==> config.mk <==
export PLATFORM = sky130hd
export DESIGN_NAME = i2c_regfile_slave
export DESIGN_NICKNAME = d
export VERILOG_FILES = /design/src/rtl/rfs_pkg.sv /design/src/rtl/rfs_line_sync.sv /design/src/rtl/rfs_pointer.sv /design/src/rtl/i2c_regfile_slave.sv
export SDC_FILE = /design/constraint.sdc
export NUM_CORES = 1
export LEC_CHECK = 0
export ABC_CLOCK_PERIOD_IN_PS = 2100
export BUFFER_PORTS_ARGS = -buffer_cell sky130_fd_sc_hd__buf_2
export CAP_MARGIN = 25
export CORE_UTILIZATION = 57
export DETAILED_ROUTE_END_ITERATION = 8
export HOLD_SLACK_MARGIN = 0.03
export PLACE_DENSITY = 0.79
export SLEW_MARGIN = 0
export SYNTH_ARGS = -nofsm -noshare
export SYNTH_HDL_FRONTEND = slang
export SYNTH_SLANG_ARGS = --single-unit
==> constraint.sdc <==
create_clock -name clk -period 2.1 [get_ports clk]
set_input_delay 0.42 -clock clk [delete_from_list [all_inputs] [get_ports clk]]
set_output_delay 0.42 -clock clk [all_outputs]
set_load 0.005 [all_outputs]
==> src/rtl/rfs_pkg.sv <==
package rfs_pkg;
    localparam int BYTE_W = 8;

    typedef enum logic [3:0] {
        ST_IDLE,
        ST_ADDR,
        ST_ADDR_ACK,
        ST_WADDR,
        ST_WADDR_ACK,
        ST_WDATA,
        ST_WDATA_ACK,
        ST_RDATA,
        ST_RACK
    } rfs_state_e;
endpackage

==> src/rtl/rfs_line_sync.sv <==
module rfs_line_sync #(
    parameter int STAGES = 2
) (
    input  logic clk,
    input  logic rst_n,
    input  logic scl_raw,
    input  logic sda_raw,
    output logic scl_s,
    output logic sda_s,
    output logic scl_rise,
    output logic scl_fall,
    output logic start_det,
    output logic stop_det
);
    logic [STAGES-1:0] scl_pipe;
    logic [STAGES-1:0] sda_pipe;
    logic              scl_prev;
    logic              sda_prev;

    // Idle bus is high, so reset to ones to avoid a false edge.
    always_ff @(posedge clk or negedge rst_n) begin
        if (!rst_n) begin
            scl_pipe <= '1;
            sda_pipe <= '1;
            scl_prev <= 1'b1;
            sda_prev <= 1'b1;
        end else begin
            scl_pipe <= {scl_pipe[STAGES-2:0], scl_raw};
            sda_pipe <= {sda_pipe[STAGES-2:0], sda_raw};
            scl_prev <= scl_pipe[STAGES-1];
            sda_prev <= sda_pipe[STAGES-1];
        end
    end

    assign scl_s     = scl_pipe[STAGES-1];
    assign sda_s     = sda_pipe[STAGES-1];
    assign scl_rise  = scl_s & ~scl_prev;
    assign scl_fall  = ~scl_s & scl_prev;
    assign start_det = scl_s & scl_prev & sda_prev & ~sda_s;
    assign stop_det  = scl_s & scl_prev & ~sda_prev & sda_s;
endmodule

==> src/rtl/rfs_pointer.sv <==
module rfs_pointer #(
    parameter int ADDR_W = 6
) (
    input  logic              clk,
    input  logic              rst_n,
    input  logic              clr,
    input  logic              load,
    input  logic [ADDR_W-1:0] load_val,
    input  logic              inc,
    output logic [ADDR_W-1:0] ptr
);
    localparam int              DEPTH = 1 << ADDR_W;
    localparam logic [ADDR_W-1:0] LAST = ADDR_W'(DEPTH - 1);

    logic [ADDR_W-1:0] ptr_q;

    always_ff @(posedge clk or negedge rst_n) begin
        if (!rst_n) begin
            ptr_q <= '0;
        end else if (clr) begin
            ptr_q <= '0;
        end else if (load) begin
            ptr_q <= load_val;
        end else if (inc) begin
            ptr_q <= (ptr_q == LAST) ? '0 : ptr_q + 1'b1;
        end
    end

    assign ptr = ptr_q;

    AST_PTR_WRAP: assert property (@(posedge clk) disable iff (!rst_n)
        (inc && !clr && !load && ptr == LAST) |=> (ptr == '0));

    AST_PTR_CLEAR: assert property (@(posedge clk) disable iff (!rst_n)
        clr |=> (ptr == '0));
endmodule

==> src/rtl/i2c_regfile_slave.sv <==
module i2c_regfile_slave
    import rfs_pkg::*;
#(
    parameter logic [6:0] DEV_ADDR    = 7'b1101000,
    parameter int         ADDR_W      = 6,
    parameter int         SYNC_STAGES = 2
) (
    input  logic              clk,
    input  logic              rst_n,
    input  logic              scl_in,
    input  logic              sda_in,
    output logic              sda_drive_low,
    input  logic              pwr_fail,
    output logic [ADDR_W-1:0] reg_addr,
    output logic [BYTE_W-1:0] reg_wdata,
    output logic              reg_we,
    input  logic [BYTE_W-1:0] reg_rdata
);
    localparam int              CNT_W    = $clog2(BYTE_W + 1);
    localparam logic [CNT_W-1:0] CNT_FULL = CNT_W'(BYTE_W);

    logic scl_s, sda_s, scl_rise, scl_fall, start_det, stop_det;

    rfs_line_sync #(.STAGES(SYNC_STAGES)) u_sync (
        .clk       (clk),
        .rst_n     (rst_n),
        .scl_raw   (scl_in),
        .sda_raw   (sda_in),
        .scl_s     (scl_s),
        .sda_s     (sda_s),
        .scl_rise  (scl_rise),
        .scl_fall  (scl_fall),
        .start_det (start_det),
        .stop_det  (stop_det)
    );

    rfs_state_e        state_q, state_d;
    logic [CNT_W-1:0]  cnt_q, cnt_d;
    logic [BYTE_W-1:0] rx_q, rx_d;
    logic [BYTE_W-1:0] tx_q, tx_d;
    logic              rw_q, rw_d;
    logic              mack_q, mack_d;
    logic              ptr_clr, ptr_load, ptr_inc, we_c;
    logic [ADDR_W-1:0] ptr;

    rfs_pointer #(.ADDR_W(ADDR_W)) u_ptr (
        .clk      (clk),
        .rst_n    (rst_n),
        .clr      (ptr_clr),
        .load     (ptr_load),
        .load_val (rx_q[ADDR_W-1:0]),
        .inc      (ptr_inc),
        .ptr      (ptr)
    );

    // State register
    always_ff @(posedge clk or negedge rst_n) begin
        if (!rst_n) begin
            state_q <= ST_IDLE;
            cnt_q   <= '0;
            rx_q    <= '0;
            tx_q    <= '1;
            rw_q    <= 1'b0;
            mack_q  <= 1'b0;
        end else begin
            state_q <= state_d;
            cnt_q   <= cnt_d;
            rx_q    <= rx_d;
            tx_q    <= tx_d;
            rw_q    <= rw_d;
            mack_q  <= mack_d;
        end
    end

    // Next state and datapath control
    always_comb begin
        state_d  = state_q;
        cnt_d    = cnt_q;
        rx_d     = rx_q;
        tx_d     = tx_q;
        rw_d     = rw_q;
        mack_d   = mack_q;
        ptr_clr  = 1'b0;
        ptr_load = 1'b0;
        ptr_inc  = 1'b0;
        we_c     = 1'b0;
        if (pwr_fail) begin
            state_d = ST_IDLE;
            cnt_d   = '0;
            ptr_clr = 1'b1;
        end else if (start_det) begin
            state_d = ST_ADDR;
            cnt_d   = '0;
        end else if (stop_det) begin
            state_d = ST_IDLE;
            cnt_d   = '0;
        end else begin
            unique case (state_q)
                ST_IDLE: begin
                end
                ST_ADDR, ST_WADDR, ST_WDATA: begin
                    if (scl_rise) begin
                        rx_d  = {rx_q[BYTE_W-2:0], sda_s};
                        cnt_d = cnt_q + 1'b1;
                    end else if (scl_fall && cnt_q == CNT_FULL) begin
                        cnt_d = '0;
                        if (state_q == ST_ADDR) begin
                            if (rx_q[BYTE_W-1:1] == DEV_ADDR) begin
                                rw_d    = rx_q[0];
                                state_d = ST_ADDR_ACK;
                            end else begin
                                state_d = ST_IDLE;
                            end
                        end else if (state_q == ST_WADDR) begin
                            ptr_load = 1'b1;
                            state_d  = ST_WADDR_ACK;
                        end else begin
                            we_c    = 1'b1;
                            ptr_inc = 1'b1;
                            state_d = ST_WDATA_ACK;
                        end
                    end
                end
                ST_ADDR_ACK: begin
                    if (scl_fall) begin
                        cnt_d = '0;
                        if (rw_q) begin
                            tx_d    = reg_rdata;
                            state_d = ST_RDATA;
                        end else begin
                            state_d = ST_WADDR;
                        end
                    end
                end
                ST_WADDR_ACK, ST_WDATA_ACK: begin
                    if (scl_fall) begin
                        cnt_d   = '0;
                        state_d = ST_WDATA;
                    end
                end
                ST_RDATA: begin
                    if (scl_rise) begin
                        cnt_d = cnt_q + 1'b1;
                    end else if (scl_fall) begin
                        if (cnt_q == CNT_FULL) begin
                            cnt_d   = '0;
                            state_d = ST_RACK;
                        end else begin
                            tx_d = {tx_q[BYTE_W-2:0], 1'b0};
                        end
                    end
                end
                ST_RACK: begin
                    if (scl_rise) begin
                        mack_d  = ~sda_s;
                        ptr_inc = ~sda_s;
                    end else if (scl_fall) begin
                        if (mack_q) begin
                            tx_d    = reg_rdata;
                            cnt_d   = '0;
                            state_d = ST_RDATA;
                        end else begin
                            state_d = ST_IDLE;
                        end
                    end
                end
                default: state_d = ST_IDLE;
            endcase
        end
    end

    // Outputs
    always_comb begin
        unique case (state_q)
            ST_ADDR_ACK, ST_WADDR_ACK, ST_WDATA_ACK: sda_drive_low = 1'b1;
            ST_RDATA:                                sda_drive_low = ~tx_q[BYTE_W-1];
            default:                                 sda_drive_low = 1'b0;
        endcase
        reg_we    = we_c;
        reg_wdata = rx_q;
        reg_addr  = ptr;
    end

    AST_WE_PULSE: assert property (@(posedge clk) disable iff (!rst_n)
        reg_we |=> !reg_we);

    AST_PFAIL_RELEASE: assert property (@(posedge clk) disable iff (!rst_n)
        pwr_fail |=> (!sda_drive_low && !reg_we));

    AST_DRIVE_ON_SCL_LOW: assert property (@(posedge clk) disable iff (!rst_n)
        (!$stable(sda_drive_low) && !$past(pwr_fail)) |-> !$past(scl_s));

    AST_NO_WE_WHILE_READING: assert property (@(posedge clk) disable iff (!rst_n)
        (state_q == ST_RDATA || state_q == ST_RACK) |-> !reg_we);
endmodule

==> impl_results.md, run 1 <==
* Outcome: completed
* Antenna violations before repair at 0
* Crit path largest cell delay at around 0.45 ns
* Async SR Flop Fraction at 100%
* Peak Freq at about 480 MHz
* GPL Wtd Cong at between 0.9 and 1
* Synth Register Bits at 38
* Overflow after GRT at 0
* Hold WC Path Type: input port to asynchronous set/reset pin
* Htree depth at 2
* Final Cell Area at ~2700 sq um
* CP arrival at between 1.5 and 2 ns
* Root buf cell: clkbuf_8
* Layout cells sized above 1 at approximately two fifths
* Crit path launch: cnt_q[1]
* Wire length of the first global-routing pass at 8.22 mm
* Initial Utilization at approximately three fifths
* Worst hold slack at approximately 0.19 ns
* CTS clk-pin slew, worst paths at approximately 0.080 ns
* CTS Hold Buffers Added at 0
* Largest net degree at the start of global routing at 35
* Die ar. at roughly 4000 sq um
* Crit path time final at ~2.1 ns
* Mapped Nets at around 240
* Vias in the first global route at 1798
* CP max-delay cell: or4_4
* Final Setup Violations at 0
* Top_reg_cell synth: dfrtp_1
* Max VDD drop at between 400 and 500 uV
* Critical Path RT at between 1.5 and 2 ns
* Final Hold Viols at 0
* Synth cell types at between 50 and 60
* Area Overhead vs Synth at 22.6%
* Die Span X at 63.9 um
* GRT Overall Usage at a little over a quarter
* Final HPWL DP at 3.40 mm
* Initial DRC count at approximately 190
* Startpoint types: register
* R2R Path Start: cnt_q[0]
* Worst R2R End: state_q[0]
* Final slew viol count at 0
* Port Buffer Count at 28
* Cell area after placement at roughly 2400 sq um
* Sequential area share after synthesis at between 40% and 50%
* Worst path cell trace: inv_2 -> ha_4 -> nand3b_1 -> or4_4 -> nor2_2 -> buf_2
* Clk Latency, worst-skew pair at between 0.2 and 0.3 ns
* Clock Tree Buf Depth at 2
* Pleak at 1.27 nW
* Post-Syn Area at 2180 sq um
* Crit path capture: reg_we
* TritonCTS Buffers at 5
* # IOs at 29
* Fillers at 269
* Reg2Reg Setup Slack at 0.09 ns
* Syn. warnings at 0
* Final Util at between 70% and 80%
* EDFF count, synth at 0
* Antenna Nets Post-Route at 0
* Worst setup EP type: output port
* Clock Sinks at 38
* Worst R2R Path Depth at 8
* Buffer and inverter count on the worst path at 2
* Final net count at 288
* Setup Skew at about 0.009 ns
* Antenna cell count at 0
* Row count at 22
* WS Path Type: register to output port
* Drc violations at 0
* Worst Tran Pin Value at between 0.7 and 0.8 ns
* Mean post-synth cell area at between 9 and 10 sq um
* CP delay by family, top: simple AND/OR/NAND/NOR gates
* WL/cell at roughly 16 um
* RSZ-0062 raised after global routing: true
* Synth Instances at 221
* Core area at 3660 sq um
* Critical path depth at 6
* Via/cell ratio at roughly 6
* Final WL at between 5 and 6 mm
* Fin Setup TNS at 0 ns
* DIE HEIGHT at ~64 um
* CTS tree: built
* Max_slew headroom at approximately half
* CP Max Fanout at 2
* First-pass detailed-route iteration total at 4
* Final period util at 99.9%
* MaxCap Viol Count at 0
* DR vias at around 1900
* Power per Cell Area at 563 nW/um^2
==> worst min path at each step <==
stage | start | endpoint | slack [ns] | cells after the start
finish | rst_n | cnt_q[1] | 0.19 | 1
global route | scl_in | u_sync.scl_pipe[0] | 0.22 | 1
CTS | rst_n | reg_wdata[7] | 0.21 | 1
detailed placement | u_sync.scl_pipe[0] | u_sync.scl_pipe[1] | 0.35 | 0
global placement | u_sync.scl_pipe[0] | u_sync.scl_pipe[1] | 0.35 | 0
floorplan | rst_n | cnt_q[0] | 0.12 | 0
==> where the power goes <==
part           total, mW  leakage, nW  switching, mW  internal, mW
Clock              0.603       0.0579          0.253         0.349
Sequential         0.773        0.465         0.0192         0.754
Combinational      0.131        0.750         0.0717        0.0595
Total               1.51         1.27          0.344          1.16
==> placed cells by master, fill, tap and decap left out, drive strengths merged, types with 2 or more instances in the layout <==
cell type,netlist,final
mux2i,13,13
a211oi,3,3
clkbuf,2,5
clkinv,0,2
nor3,7,7
nor2,12,12
nand2,24,24
o21a,2,2
o2bb2ai,2,2
o21ai,19,19
buf,9,55
a31o,2,2
a21o,3,3
a21oi,18,18
dfstp,14,14
mux2,9,9
o22a,2,2
nand3,8,8
nand2b,5,5
dfrtp,24,24
inv,6,6
o31ai,2,2
ha,3,3
nor4b,3,3
o2111ai,2,2
a31oi,5,5
nor2b,3,3
o31a,2,2
nand4,2,2
==> metrics by stage <==
step	cells	power, mW	setup WS (ns)
final	321	1.51	0.00211
after CTS	320	1.51	0.00157
after detailed placement	303	0.901	0.0548
after floorplan	221	0.839	0.249
after global routing	321	1.56	-0.0275
after global placement	303	0.896	0.116
==> state kept, by name, summed over array words and instances, names as in the netlist <==
| signal | cells |
|---|---|
| cnt_q | 4 |
| mack_q | 1 |
| reg_wdata | 8 |
| rw_q | 1 |
| state_q | 4 |
| tx_q | 8 |
| u_ptr.ptr | 6 |
| u_sync.scl_pipe | 2 |
| u_sync.scl_prev | 1 |
| u_sync.sda_pipe | 2 |
| u_sync.sda_prev | 1 |
==> final cells by class <==
class | count | area (sq um) | share of cell area (%)
repair buffers | 55 | 347 | 13.0
clock buffers | 5 | 68.8 | 2.57
inverters | 6 | 22.5 | 0.842
multi-input cells | 166 | 1160 | 43.5
well taps | 48 | 60.1 | 2.25
flip-flops and latches | 38 | 972 | 36.3
clock inverters | 3 | 40.0 | 1.50
==> per-layer routing <==
metal,global-route usage [%],share of wire [%],up-vias
met5,0,0,-
met4,7.95,1.6,0
met3,5.71,5.5,11
met2,44.7,50,70
met1,33.4,43,922
li1,-,-,917
==> logic make-up after synthesis <==
family | share of synthesized area, %
AOI/OAI and AO/OA | 20.1
muxes | 10.6
and+or+nand+nor | 19.0
buffers and inverters | 3.78
adders and majority gates | 1.72
xor gates and xnor gates | 0.401
DFF | 44.4
==> synthesized netlist by cell type, types with 2 or more instances <==
master | n | share of area (%)
a211oi_1 | 3 | 1.0
a21o_1 | 3 | 1.0
a21oi_1 | 18 | 4.1
a31o_2 | 2 | 0.80
a31oi_1 | 4 | 1.1
buf_2 | 6 | 1.4
clkbuf_1 | 2 | 0.34
dfrtp_1 | 24 | 28
dfstp_2 | 14 | 17
ha_1 | 3 | 1.7
inv_1 | 6 | 1.0
mux2_2 | 9 | 4.6
mux2i_1 | 13 | 6.0
nand2_1 | 23 | 4.0
nand2b_1 | 5 | 1.4
nand3_1 | 8 | 1.8
nand4_1 | 2 | 0.57
nor2_1 | 11 | 1.9
nor2b_1 | 3 | 0.86
nor3_1 | 5 | 1.1
nor3_2 | 2 | 0.92
nor4b_1 | 2 | 0.80
o21a_1 | 2 | 0.69
o21ai_0 | 17 | 3.9
o21ai_1 | 2 | 0.46
o22a_1 | 2 | 0.80
o2bb2ai_1 | 2 | 0.80
o31ai_1 | 2 | 0.69
==> what timing repair did <==
action | CTS | global route
setup endpoints to repair | 1 | 3
pin swaps | 3 | 2
buffers inserted | 9 | 1
resized for setup | 9 | 3
hold endpoints to repair | 0 | 0
==> worst reg2reg max path, cell delays in order, from the launching register on <==
cell and delay, ns:
dfrtp_1 0.38, inv_2 0.06, ha_4 0.15, nand3b_1 0.12, buf_4 0.14, a21oi_1 0.08, o21ai_0 0.57, a211oi_1 0.17
a31o_2 0.24
Note: power is estimated with default switching activity, not from simulation.
==> inputs of run 2 (changes only) <==
--- a/config.mk
+++ b/config.mk
@@ -12,6 +12,7 @@
 export DETAILED_ROUTE_END_ITERATION = 8
 export HOLD_SLACK_MARGIN = 0.03
 export PLACE_DENSITY = 0.79
+export REMOVE_ABC_BUFFERS = 1
 export SLEW_MARGIN = 0
 export SYNTH_ARGS = -nofsm -noshare
 export SYNTH_HDL_FRONTEND = slang
==> impl_results.md, run 2 (synthesized netlist as in run 1, its figures left out) <==
* Final slew viol count at 0
* Worst R2R Path Depth at 7
* Reg2Reg Setup Slack at ~0.1 ns
* Psw at between 300 and 400 uW
* Htree depth at 2
* Comb pwr share at 7.4%
* Initial DRC count at 212
* Worst setup EP type: output port
* # IOs at 29
* RSZ-0062 raised after global routing: true
* CP Max Fanout at 2
* Drc violations at 0
* Number of placed instances, taps included at between 200 and 300
* Cell area after placement at between 2000 and 2500 sq um
* Worst hold slack at between 0.15 and 0.2 ns
* Seq pwr share at 47.2%
* Area Overhead vs Synth at 22.0%
* Most frequent cells in the layout: buf_2 (28), nand2_1 (23), buf_4 (21)
* Worst Tran Pin Value at around 0.53 ns
* First-pass detailed-route iteration total at 4
* Worst R2R End: rw_q
* CTS clk-pin slew, worst paths at approximately 0.08 ns
* Antenna cell count at 0
* Vias in the first global route at ~1700
* Final Power at approximately 1.6 mW
* TritonCTS Buffers at 5
* DR vias at 1867
* Die Span X at 63.9 um
* Final net count at 282
* Crit path time final at between 2 and 2.5 ns
* Layout cells sized above 1 at 39.3%
* Root buf cell: clkbuf_8
* Clock Tree Buf Depth at 2
* Die ar. at 4080 sq um
* Clock Sinks at 38
* Failing checks: negative setup slack
* Via/cell ratio at between 5 and 6
* Final Setup Violations at 1
* Max VDD drop at around 630 uV
* Final Hold Viols at 0
* Int Power at ~1.3 mW
* Port Buffer Count at 28
* WS Path Type: register to output port
* R2R Path Start: cnt_q[1]
* GRT Overall Usage at around 26%
* Wire length of the first global-routing pass at 8.00 mm
* Crit path launch: cnt_q[1]
* Outcome: finished with violations
* Antenna violations before repair at 0
* Clock share of power at a little under half
* CTS Hold Buffers Added at 0
* DIE HEIGHT at ~64 um
* Final Cell Area at around 2700 sq um
* CP arrival at approximately 1.7 ns
* Startpoint types: register
* Peak Freq at about 460 MHz
* Core area at about 3700 sq um
* Final HPWL DP at approximately 3.1 mm
* Non-filler cells, final at 315
* Row count at 22
* WL/cell at about 15 um
* Setup Skew at 0.00657 ns
* CTS tree: built
* Overflow after GRT at 0
* MaxCap Viol Count at 0
* Antenna Nets Post-Route at 0
* Largest net degree at the start of global routing at 39
* Power per Cell Area at 617 nW/um^2
* Sw Share at between 20% and 30%
* GPL Wtd Cong at 1.03
* PnR worst setup slack at -0.0577 ns
* Pleak at 1.26 nW
* Hold WC Path Type: input port to asynchronous set/reset pin
* Final period util at 103%
* Final WL at approximately 4.8 mm
* Clk Latency, worst-skew pair at around 0.3 ns
* Critical Path RT at 1.68 ns
* Max_slew headroom at between 60 and 70%
* Most common cell after layout, fill and taps aside: buf_2
* Initial Utilization at between 50% and 60%
[run 2: changes by cell type in the layout (fill, tap and decap cells not counted), sizes merged]
cell | before | now
clkinv | 2 | 1
bufinv | 1 | 2
buf | 55 | 49
[run 2: how the worst max path moves through the flow]
stage | to | cells past startpoint
final | reg_we | 6
after global routing | reg_we | 6
after CTS | reg_we | 6
after detailed placement | reg_we | 6
after global placement | reg_we | 6
after floorplan | tx_q[0] | 4
[run 2: critical path, stage by stage (launching register included)]
cell,delay [ns]
dfrtp_1,0.40
inv_2,0.08
ha_4,0.13
nand3b_1,0.13
or4_4,0.46
nor2_2,0.13
buf_2,0.12
[run 2: cell type report]
type | instances | area [sq um]
Clock inverter | 3 | 68.8
Inverter | 6 | 22.5
Tap cell | 48 | 60.1
Multi-Input combinational cell | 166 | 1170
Sequential cell | 38 | 973
Clock buffer | 5 | 68.8
Timing Repair Buffer | 49 | 298
Fill cell | 258 | 998
[run 2: metrics by stage]
step,worst slack (ns),TNS [ns],util [%]
global route,-0.117,-0.119,72.7
floorplan,0.0784,0,-
global placement,0.0758,0,66.1
finish,-0.0577,-0.0577,72.7
CTS,-0.0313,-0.0313,71.7
detailed placement,0.0526,0,66.1
[run 2: timing repair]
item / 4_1_cts / 5_1_grt
endpoints found under the setup margin: 1 / 9
buffers inserted: 6 / 2
pin swaps: 3 / 0
resized for setup: 9 / 5
[run 2: power groups by stage]
stage / clock network [mW] / logic [mW] / registers (mW)
global placement: 0 / 0.107 / 0.787
detailed placement: 0 / 0.108 / 0.788
global route: 0.784 / 0.138 / 0.778
finish: 0.745 / 0.122 / 0.775
floorplan: 0 / 0.0512 / 0.785
CTS: 0.759 / 0.118 / 0.774
[run 2: routing by layer]
metal	vias up	wire (um)	GRT usage (%)	part of all wire, %
met5	-	0	0	0
met4	0	119	10.2	2.5
met3	13	233	5.54	4.8
met2	60	2250	39.0	47
met1	885	2230	36.0	46
li1	909	-	-	-
==> inputs of run 3 (changes only) <==
--- a/config.mk
+++ b/config.mk
@@ -8,10 +8,9 @@
 export ABC_CLOCK_PERIOD_IN_PS = 2100
 export BUFFER_PORTS_ARGS = -buffer_cell sky130_fd_sc_hd__buf_2
 export CAP_MARGIN = 25
-export CORE_UTILIZATION = 57
+export CORE_UTILIZATION = 45
 export DETAILED_ROUTE_END_ITERATION = 8
 export HOLD_SLACK_MARGIN = 0.03
-export PLACE_DENSITY = 0.79
 export REMOVE_ABC_BUFFERS = 1
 export SLEW_MARGIN = 0
 export SYNTH_ARGS = -nofsm -noshare
==> impl_results.md, run 3 (synthesized netlist as in run 1, its figures left out) <==
* Final period util at about 100%
* CP max-delay cell: or4_4
* Max VDD drop at between 400 and 500 uV
* Antenna cell count at 0
* Final Hold Viols at 0
* Critical Path RT at around 1.7 ns
* Clock Tree Buf Depth at 2
* Most frequent cells in the layout: buf_4 (29), buf_2 (28), nand2_1 (23)
* Reg2Reg Setup Slack at between 0.1 and 0.15 ns
* Final HPWL DP at between 3 and 4 mm
* Vias in the first global route at 1743
* Worst setup EP type: output port
* DIE HEIGHT at 71.6 um
* Overflow after GRT at 0
* Outcome: completed
* Drc violations at 0
* RSZ-0062 raised after global routing: true
* Wire length of the first global-routing pass at ~8.5 mm
* Max_slew headroom at roughly 65%
* Initial Utilization at around half
* Startpoint types: register
* Buffer and inverter count on the worst path at 2
* Die ar. at between 5000 and 6000 sq um
* MaxCap Viol Count at 0
* Worst path cell trace: inv_2 -> ha_4 -> nand3b_1 -> or4_4 -> nor2_1 -> buf_2
* Final WL at ~5.0 mm
* GRT Overall Usage at a little over a fifth
* Row count at 24
* Worst R2R Path Depth at 8
* Port Buffer Count at 28
* Root buf cell: clkbuf_8
* Final net count at roughly 290
* First-pass detailed-route iteration total at 4
* Final Cell Area at roughly 2700 sq um
* Via/cell ratio at approximately 5.8
* Antenna violations before repair at 0
* Power per Cell Area at 571 nW/um^2
* Min-delay src: sda_in
* CP delay by family, top: simple AND/OR/NAND/NOR gates
* Worst R2R End: rw_q
* Peak Freq at between 400 and 500 MHz
* CTS clk-pin slew, worst paths at 0.08 ns
* Antenna Nets Post-Route at 0
* Final Setup Violations at 0
* Fin Setup TNS at 0 ns
* CP arrival at between 1.5 and 2 ns
* Area Overhead vs Synth at 25.1%
* WS Path Type: register to output port
* Core area at between 4000 and 5000 sq um
* Hold WC Path Type: input port to register
* CP Max Fanout at 2
* Clock Sinks at 38
* Hold depth at 1
* Hold endpoint: u_sync.sda_pipe[0]
* # IOs at 29
* Cell area after placement at 2440 sq um
* Die Span X at just over 70 um
* Worst Tran Pin Value at about 0.52 ns
* Htree depth at 2
* Largest net degree at the start of global routing at 30
* Clk Latency, worst-skew pair at 0.29 ns
* Setup Skew at ~0.0058 ns
* Crit path time final at roughly 2.1 ns
* Initial DRC count at around 240
* R2R Path Start: cnt_q[0]
* Crit path largest cell delay at around 0.44 ns
* Final slew viol count at 0
* GPL Wtd Cong at 0.866
* WL/cell at roughly 15 um
* Pleak at roughly 1.3 nW
* TritonCTS Buffers at 5
* Most common cell after layout, fill and taps aside: buf_4
* CTS tree: built
* DR vias at 1889
* Layout cells sized above 1 at between 40% and 50%
-- run 3: worst max path at each step --
| stage | startpoint | to | slack (ns) | cells past startpoint |
|---|---|---|---|---|
| final | cnt_q[0] | reg_we | 0.02 | 6 |
| after global routing | cnt_q[1] | reg_we | -0.06 | 6 |
| after CTS | state_q[3] | reg_we | 0.02 | 4 |
| after detailed placement | cnt_q[0] | reg_we | 0.1 | 6 |
| after global placement | cnt_q[0] | reg_we | 0.14 | 6 |
| after floorplan | state_q[2] | tx_q[0] | 0.08 | 4 |
-- run 3: metal layers --
layer / vias up / part of all wire, % / global-route usage (%)
li1: 919 / - / -
met1: 898 / 49 / 31.2
met2: 57 / 44 / 30.8
met3: 15 / 4.1 / 3.94
met4: 0 / 2.2 / 8.50
met5: - / 0 / 0
-- run 3: area by class of cell --
| class | count | area (sq um) |
|---|---|---|
| clock inverters | 1 | 8.76 |
| inverters | 6 | 22.5 |
| flip-flops and latches | 38 | 973 |
| fillers | 399 | 1780 |
| repair buffers | 58 | 368 |
| well taps | 52 | 65.1 |
| clock buffers | 7 | 119 |
| multi-input cells | 166 | 1170 |
-- run 3: timing repair --
item	CTS	global route
endpoints found under the setup margin	1	8
hold endpoints to repair	9	0
pin swaps	3	1
hold buffers	1	0
setup buffers	10	4
resized for setup	10	3
-- run 3: through the flow --
stage	hold slack [ns]	power, mW	setup WS (ns)	instances	utilization [%]
6_report	0.216	1.56	0.0157	328	60.6
5_1_grt	0.203	1.63	-0.0603	328	60.6
4_1_cts	0.208	1.58	0.0156	324	59.5
3_5_place_dp	0.302	0.898	0.0963	305	54.2
3_3_place_gp	0.304	0.897	0.137	305	54.2
2_1_floorplan	0.124	0.836	0.0784	210	-
-- run 3: power breakdown --
| part | switching (mW) | total (mW) | internal (mW) |
|---|---|---|---|
| registers | 0.0188 | 0.773 | 0.754 |
| logic | 0.0692 | 0.127 | 0.0579 |
| clock network | 0.278 | 0.658 | 0.380 |
